[config.mk]
export PLATFORM = sky130hd
export DESIGN_NAME = usb_hc_regs
export DESIGN_NICKNAME = d
export VERILOG_FILES = /design/src/rtl/usb_hc_pkg.sv /design/src/rtl/usb_hc_decode.sv /design/src/rtl/usb_hc_frame.sv /design/src/rtl/usb_hc_regs.sv
export SDC_FILE = /design/constraint.sdc
export NUM_CORES = 1
export LEC_CHECK = 0
export BUFFER_PORTS_ARGS = -buffer_cell sky130_fd_sc_hd__buf_2
export CELL_PAD_IN_SITES_DETAIL_PLACEMENT = 0
export CELL_PAD_IN_SITES_GLOBAL_PLACEMENT = 1
export CORE_MARGIN = 2
export CORE_UTILIZATION = 39
export CTS_CLUSTER_SIZE = 40
export DETAILED_ROUTE_END_ITERATION = 16
export GPL_ROUTABILITY_DRIVEN = 0
export GPL_TIMING_DRIVEN = 0
export PLACE_DENSITY_LB_ADDON = 0.1
export RECOVER_POWER = 50
export SETUP_SLACK_MARGIN = 0.3
export SYNTH_ARGS = -nofsm -noshare
export SYNTH_HDL_FRONTEND = slang
export SYNTH_SLANG_ARGS = --single-unit
[constraint.sdc]
create_clock -name clk -period 1.9 [get_ports clk]
set_input_delay 0.095 -clock clk [delete_from_list [all_inputs] [get_ports clk]]
set_output_delay 0.095 -clock clk [all_outputs]
set_load 0.05 [all_outputs]
[src/rtl/usb_hc_pkg.sv]
// Package: shared encodings for the USB host controller register file.
// Assumes byte offsets fit in ADDR_W bits.
package usb_hc_pkg;

    localparam int ADDR_W = 5;
    localparam int DATA_W = 32;

    // Access size code on the bus
    typedef enum logic [1:0] {
        SZ_BYTE  = 2'd0,
        SZ_WORD  = 2'd1,
        SZ_DWORD = 2'd2,
        SZ_BAD   = 2'd3
    } acc_size_e;

    // Register selected by the offset decoder
    typedef enum logic [2:0] {
        SEL_NONE,
        SEL_CMD,
        SEL_STS,
        SEL_IEN,
        SEL_FNUM,
        SEL_FBASE,
        SEL_SOF
    } reg_sel_e;

    localparam logic [ADDR_W-1:0] OFS_CMD   = 5'h00;
    localparam logic [ADDR_W-1:0] OFS_STS   = 5'h02;
    localparam logic [ADDR_W-1:0] OFS_IEN   = 5'h04;
    localparam logic [ADDR_W-1:0] OFS_FNUM  = 5'h06;
    localparam logic [ADDR_W-1:0] OFS_FBASE = 5'h08;
    localparam logic [ADDR_W-1:0] OFS_SOF   = 5'h0C;

    // Command register bit positions
    localparam int CMD_RUN  = 0;
    localparam int CMD_HRST = 1;
    localparam int CMD_GRST = 2;
    localparam int STS_HALT = 5;

endpackage

[src/rtl/usb_hc_decode.sv]
// Module: offset and size decoder.
// Maps a byte offset to a register select and reports whether the
// access size matches that register's width. Purely combinational.
module usb_hc_decode
    import usb_hc_pkg::*;
(
    input  logic [ADDR_W-1:0] addr,
    input  logic [1:0]        size,
    output reg_sel_e          sel,
    output logic              size_ok
);

    acc_size_e need;

    // Select the register and the size it requires
    always_comb begin
        sel  = SEL_NONE;
        need = SZ_BAD;
        case (addr)
            OFS_CMD:   begin sel = SEL_CMD;   need = SZ_WORD;  end
            OFS_STS:   begin sel = SEL_STS;   need = SZ_WORD;  end
            OFS_IEN:   begin sel = SEL_IEN;   need = SZ_WORD;  end
            OFS_FNUM:  begin sel = SEL_FNUM;  need = SZ_WORD;  end
            OFS_FBASE: begin sel = SEL_FBASE; need = SZ_DWORD; end
            OFS_SOF:   begin sel = SEL_SOF;   need = SZ_BYTE;  end
            default:   begin sel = SEL_NONE;  need = SZ_BAD;   end
        endcase
    end

    // Size is acceptable only on a mapped register with a matching width
    assign size_ok = (sel != SEL_NONE) && (size == need);

endmodule

[src/rtl/usb_hc_frame.sv]
// Module: frame counter and global port reset sequencer.
// Counts ticks modulo 2**FNUM_W and holds port reset for GRST_FRAMES
// ticks after a load. Assumes tick is a one-cycle pulse.
module usb_hc_frame #(
    parameter int FNUM_W      = 10,
    parameter int GRST_FRAMES = 10,
    localparam int CNT_W      = $clog2(GRST_FRAMES + 1)
) (
    input  logic              clk,
    input  logic              rst_n,
    input  logic              soft_rst,
    input  logic              tick,
    input  logic              fn_wr_en,
    input  logic [FNUM_W-1:0] fn_wdata,
    input  logic              grst_load,
    output logic [FNUM_W-1:0] frame_num,
    output logic              port_reset,
    output logic [CNT_W-1:0]  grst_cnt
);

    localparam logic [CNT_W-1:0] LOAD_VAL = CNT_W'(GRST_FRAMES);

    // Frame number: software load beats tick increment
    always_ff @(posedge clk) begin
        if (!rst_n || soft_rst)
            frame_num <= '0;
        else if (fn_wr_en)
            frame_num <= fn_wdata;
        else if (tick)
            frame_num <= frame_num + 1'b1;
    end

    // Reset sequencer counter: load beats tick decrement
    always_ff @(posedge clk) begin
        if (!rst_n || soft_rst)
            grst_cnt <= '0;
        else if (grst_load)
            grst_cnt <= LOAD_VAL;
        else if (tick && grst_cnt != '0)
            grst_cnt <= grst_cnt - 1'b1;
    end

    // Port reset drive updated once per tick
    always_ff @(posedge clk) begin
        if (!rst_n || soft_rst)
            port_reset <= 1'b0;
        else if (tick)
            port_reset <= (grst_cnt != '0);
    end

endmodule

[src/rtl/usb_hc_regs.sv]
// Module: USB host controller register file (top).
// Holds command, status, interrupt enable, frame base and SOF adjust
// registers; frame counter and reset sequencer live in usb_hc_frame.
// Assumes one access per cycle and a single-cycle tick.
module usb_hc_regs
    import usb_hc_pkg::*;
#(
    parameter int FNUM_W      = 10,
    parameter int GRST_FRAMES = 10,
    parameter int SOF_W       = 7,
    parameter logic [SOF_W-1:0] SOF_RESET = 7'h40,
    parameter int BASE_LSB    = 12,
    localparam int CNT_W      = $clog2(GRST_FRAMES + 1)
) (
    input  logic              clk,
    input  logic              rst_n,
    input  logic [ADDR_W-1:0] bus_addr,
    input  logic [1:0]        bus_size,
    input  logic              bus_rd,
    input  logic              bus_wr,
    input  logic [DATA_W-1:0] bus_wdata,
    output logic [DATA_W-1:0] bus_rdata,
    input  logic              tick_1ms,
    output logic              halted,
    output logic              port_reset,
    output logic              size_err
);

    localparam logic [7:0] CMD_RESET = 8'h08;

    reg_sel_e                   sel;
    logic                       size_ok;
    logic                       wr_ok;
    logic                       host_rst;
    logic [7:0]                 cmd_q;
    logic                       halt_q;
    logic [3:0]                 ien_q;
    logic [DATA_W-1:BASE_LSB]   fbase_q;
    logic [SOF_W-1:0]           sof_q;
    logic [FNUM_W-1:0]          fnum;
    logic [CNT_W-1:0]           grst_cnt;
    logic                       unused_wdata;

    assign unused_wdata = ^bus_wdata[BASE_LSB-1:FNUM_W];

    usb_hc_decode i_decode (
        .addr    (bus_addr),
        .size    (bus_size),
        .sel     (sel),
        .size_ok (size_ok)
    );

    assign wr_ok    = bus_wr && size_ok;
    assign host_rst = wr_ok && (sel == SEL_CMD) && bus_wdata[CMD_HRST];

    usb_hc_frame #(
        .FNUM_W      (FNUM_W),
        .GRST_FRAMES (GRST_FRAMES)
    ) i_frame (
        .clk        (clk),
        .rst_n      (rst_n),
        .soft_rst   (host_rst),
        .tick       (tick_1ms),
        .fn_wr_en   (wr_ok && (sel == SEL_FNUM) && halt_q),
        .fn_wdata   (bus_wdata[FNUM_W-1:0]),
        .grst_load  (wr_ok && (sel == SEL_CMD) && bus_wdata[CMD_GRST]),
        .frame_num  (fnum),
        .port_reset (port_reset),
        .grst_cnt   (grst_cnt)
    );

    // Command, interrupt enable, frame base and SOF adjust storage
    always_ff @(posedge clk) begin
        if (!rst_n || host_rst) begin
            cmd_q   <= CMD_RESET;
            ien_q   <= '0;
            fbase_q <= '0;
            sof_q   <= SOF_RESET;
        end else if (wr_ok) begin
            case (sel)
                SEL_CMD:   cmd_q   <= bus_wdata[7:0];
                SEL_IEN:   ien_q   <= bus_wdata[3:0];
                SEL_FBASE: fbase_q <= bus_wdata[DATA_W-1:BASE_LSB];
                SEL_SOF:   sof_q   <= bus_wdata[SOF_W-1:0];
                default:   ;
            endcase
        end
    end

    // Halted status: tick with run clear sets it, write-one clears it
    always_ff @(posedge clk) begin
        if (!rst_n || host_rst)
            halt_q <= 1'b0;
        else if (tick_1ms && !cmd_q[CMD_RUN])
            halt_q <= 1'b1;
        else if (wr_ok && (sel == SEL_STS) && bus_wdata[STS_HALT])
            halt_q <= 1'b0;
    end

    // Size error pulse for mapped accesses of the wrong width
    always_ff @(posedge clk) begin
        if (!rst_n)
            size_err <= 1'b0;
        else
            size_err <= (bus_rd || bus_wr) && (sel != SEL_NONE) && !size_ok;
    end

    // Read data mux, zero unless a correctly sized read is in progress
    always_comb begin
        bus_rdata = '0;
        if (bus_rd && size_ok) begin
            case (sel)
                SEL_CMD:   bus_rdata[7:0]               = cmd_q;
                SEL_STS:   bus_rdata[STS_HALT]          = halt_q;
                SEL_IEN:   bus_rdata[3:0]               = ien_q;
                SEL_FNUM:  bus_rdata[FNUM_W-1:0]        = fnum;
                SEL_FBASE: bus_rdata[DATA_W-1:BASE_LSB] = fbase_q;
                SEL_SOF:   bus_rdata[SOF_W-1:0]         = sof_q;
                default:   ;
            endcase
        end
    end

    assign halted = halt_q;

endmodule

==> impl_metrics.tcl <==
set metrics [dict create \
    ff2ff_path_depth 4 \
    yosysTopAreaCell "dfxtp_1" \
    p_leak_nw 1.65 \
    num_vias 2793 \
    crit_end "i_frame.frame_num[9]$_SDFFE_PP0P_" \
    synth_area_leaders "dfxtp_1, mux2i_1, nor2_1" \
    crit_start "bus_addr[0]" \
    period_minus_slack_ns 1.63 \
    max-clock-path-buffers 2 \
    drtPass1Iterations 4 \
    wl_per_cell_um 16.4 \
    synth_warnings 0 \
    max-slew-margin-rel_pct 39.2 \
    synthDistinctLibCells 51 \
    track_usage_pct 20.7 \
    dieArea_mm2 0.00843 \
    overflow 0 \
    rsz0062_at_grt "true" \
    grt_pass1_vias 2751 \
    min_path_type "input pin to flop" \
    cts_root_buffer "clkbuf_8" \
    async_flop_share_pct 0 \
    die_h_um 91.8 \
    initialDrtViolationCount 124 \
    coreArea_mm2 0.00761 \
    ys.flop_type "dfxtp_1" \
    status "finished clean" \
    synth.top_cell.area_share_pct 37.3 \
    ys_ff_latch 56 \
    synthTopCellsByCount "dfxtp_1, nor2_1, mux2i_1" \
    synth_edf_count 0 \
    cp_max_fo 10 \
    drive_gt1_share_pct 38.5 \
    htree_levels 2 \
    cts_tree "yes" \
    worst_pin_slew_ns 0.908 \
    cts_hold_buf 0 \
    detail-route-antenna-nets 0 \
    net-switching-power_mw 0.732 \
    r2r_start "halted$_SDFFE_PP0P_" \
    clock-sinks 56 \
    io_buffers 72 \
    swShare_pct 29.6 \
    total_power_mw 2.48 \
    antenna_found_initial 0 \
    cellPowerDensity_mw_per_mm2 575 \
    placed_area_mm2 0.00356 \
    num_io_pins 79 \
    finalClockSkew_ns 0.00267 \
    pwr-share-comb_pct 20.7 \
    cts_buffers 5 \
    power_frac_seq_pct 50.9 \
    r2r_slack_ns 0.44 \
    syn_avg_cell_area_um2 9.09 \
    area_growth_pct 43.0 \
    seq_area_frac_synth_pct 37.3 \
    startpoint_type "input pin" \
    p_int_mw 1.74 \
    nets 479 \
    viasPerCell 5.21 \
    worstReg2RegEnd "i_frame.frame_num[9]$_SDFFE_PP0P_" \
    drt_drc_violations_left 0 \
    grt_max_degree 18 \
    insertion_delay_ns 0.31 \
    die_x_um 91.8 \
    final_hold_viol_count 0 \
    fillCellCount 719 \
    vdd_drop_max_mv 0.304 \
    max_freq_mhz 615 \
    critPathKind "input pin to flop" \
    fin_crit_sh_pct 85.5 \
    endpoint_kind "flop" \
    synth.most_common_cell "dfxtp_1" \
    final_max_slew_viol_count 0 \
    path_clk_slew_ns 0.10 \
    cap_violations 0 \
    start_util_pct 39.6 \
    crit_arrival_ns 1.80 \
    hold_depth 3 \
    worstPathRequired_ns 2.08 \
    rows 32 \
    synth_area_mm2 0.00301 \
    dpl.hpwl_um 5840 \
    power.share.clock_pct 28.5 \
    netlist_instances 331 \
    setup_viol 0 \
    wl_um 8780 \
    grt_pass1_wl_um 13900 \
    final_cell_area_mm2 0.00430 \
    diodes 0 \
]
==> registers in the layout (all words and copies together) (netlist names) <==
name and flops:
halted 1, fbase_q 20, ien_q 4, i_frame.frame_num 10
i_frame.grst_cnt 4, sof_q 7, cmd_q 8, size_err 1
i_frame.port_reset 1
==> worst min-delay path by stage <==
stage | to | from
after detailed placement | fbase_q[15]$_SDFFE_PP0P_ | bus_wdata[15]
after global routing | fbase_q[15]$_SDFFE_PP0P_ | bus_wdata[15]
after CTS | fbase_q[16]$_SDFFE_PP0P_ | bus_wdata[16]
final | fbase_q[19]$_SDFFE_PP0P_ | bus_wdata[19]
after global placement | fbase_q[25]$_SDFFE_PP0P_ | bus_wdata[25]
after floorplan | sof_q[6]$_SDFFE_PP1P_ | bus_wdata[6]
==> metrics by stage <==
step / hold slack [ns] / setup slack (ns) / instances / setup TNS (ns) / util (%)
detailed placement: 0.338 / -0.433 / 506 / -13.64 / 46.8
global route: 0.00333 / 0.135 / 536 / 0 / 56.6
global placement: 0.327 / -0.437 / 506 / -13.63 / 46.8
finish: 0.0114 / 0.275 / 536 / 0 / 56.6
CTS: 0.00361 / 0.244 / 525 / 0 / 53.0
floorplan: 0.213 / 0.142 / 332 / 0 / -
==> kinds of logic (layout without fill, tap and decap cells) <==
| group | after synthesis | after routing | synth area share, % |
|---|---|---|---|
| other cells | 1 | 2 | 0.125 |
| compound gates | 42 | 42 | 11.9 |
| simple gates | 146 | 146 | 27.2 |
| fa+ha+maj | 2 | 2 | 0.831 |
| flops | 56 | 56 | 37.3 |
| xor+xnor | 12 | 12 | 3.49 |
| mux | 44 | 44 | 14.7 |
| buf+inv | 28 | 130 | 4.45 |
==> final cells by class <==
cell class / count / area (µm²) / area share (%)
Timing Repair Buffer: 94 / 801 / 18.6
Sequential cell: 56 / 1120 / 26.1
Buffer: 21 / 181 / 4.22
Inverter: 7 / 30.0 / 0.698
Clock buffer: 6 / 82.6 / 1.92
Clock inverter: 2 / 13.8 / 0.320
Multi-Input combinational cell: 248 / 1950 / 45.2
Tap cell: 102 / 128 / 2.97
==> cell usage in the layout, fill, tap and decap left out, types with 3 or more instances in the layout <==
| cell | instances |
|---|---|
| inv_1 | 6 |
| xor2_1 | 6 |
| clkbuf_8 | 6 |
| clkbuf_4 | 5 |
| buf_8 | 25 |
| nor2_1 | 49 |
| xnor2_1 | 6 |
| buf_4 | 28 |
| a21oi_1 | 4 |
| nor2_2 | 4 |
| nand2_1 | 14 |
| a22oi_1 | 6 |
| nand3_1 | 9 |
| dfxtp_1 | 55 |
| and4_1 | 4 |
| and2_2 | 4 |
| nor3_4 | 3 |
| and2_4 | 16 |
| mux2i_1 | 42 |
| buf_6 | 7 |
| nor3b_1 | 5 |
| a211oi_1 | 11 |
| o2bb2ai_1 | 4 |
| nor2b_1 | 5 |
| nand2b_4 | 3 |
| clkbuf_1 | 8 |
| nand4_1 | 4 |
| clkbuf_2 | 4 |
| buf_2 | 36 |
| a22o_1 | 3 |
==> what timing repair did <==
action                                  CTS  global route
buffers inserted                         10             9
cloned                                    1             2
endpoints found under the setup margin   63            70
resized for setup                        83            71
pin swaps                                 8            13
==> layer usage <==
| layer | global-route usage [%] | vias up | wire length (µm) |
|---|---|---|---|
| met3 | 5.01 | 10 | 528 |
| met1 | 26.9 | 1321 | 3850 |
| met4 | 5.47 | 0 | 143 |
| met2 | 34.5 | 91 | 4260 |
| met5 | 0 | - | 0 |
| li1 | - | 1371 | - |
==> critical path, stage by stage <==
cell       delay, ns
buf_4           0.16
nor3_4          0.20
buf_4           0.20
o2111ai_1       0.19
o41ai_1         0.36
clkbuf_1        0.49
a211oi_1        0.10
==> power groups by stage <==
stage / sequential, mW / clock [mW] / combinational (mW)
after CTS: 1.26 / 0.731 / 0.464
final: 1.26 / 0.705 / 0.512
after detailed placement: 1.28 / 0 / 0.425
after global routing: 1.27 / 0.771 / 0.562
after floorplan: 1.31 / 0 / 0.259
after global placement: 1.28 / 0 / 0.417
No activity file was read; power rests on OpenSTA's default activity.
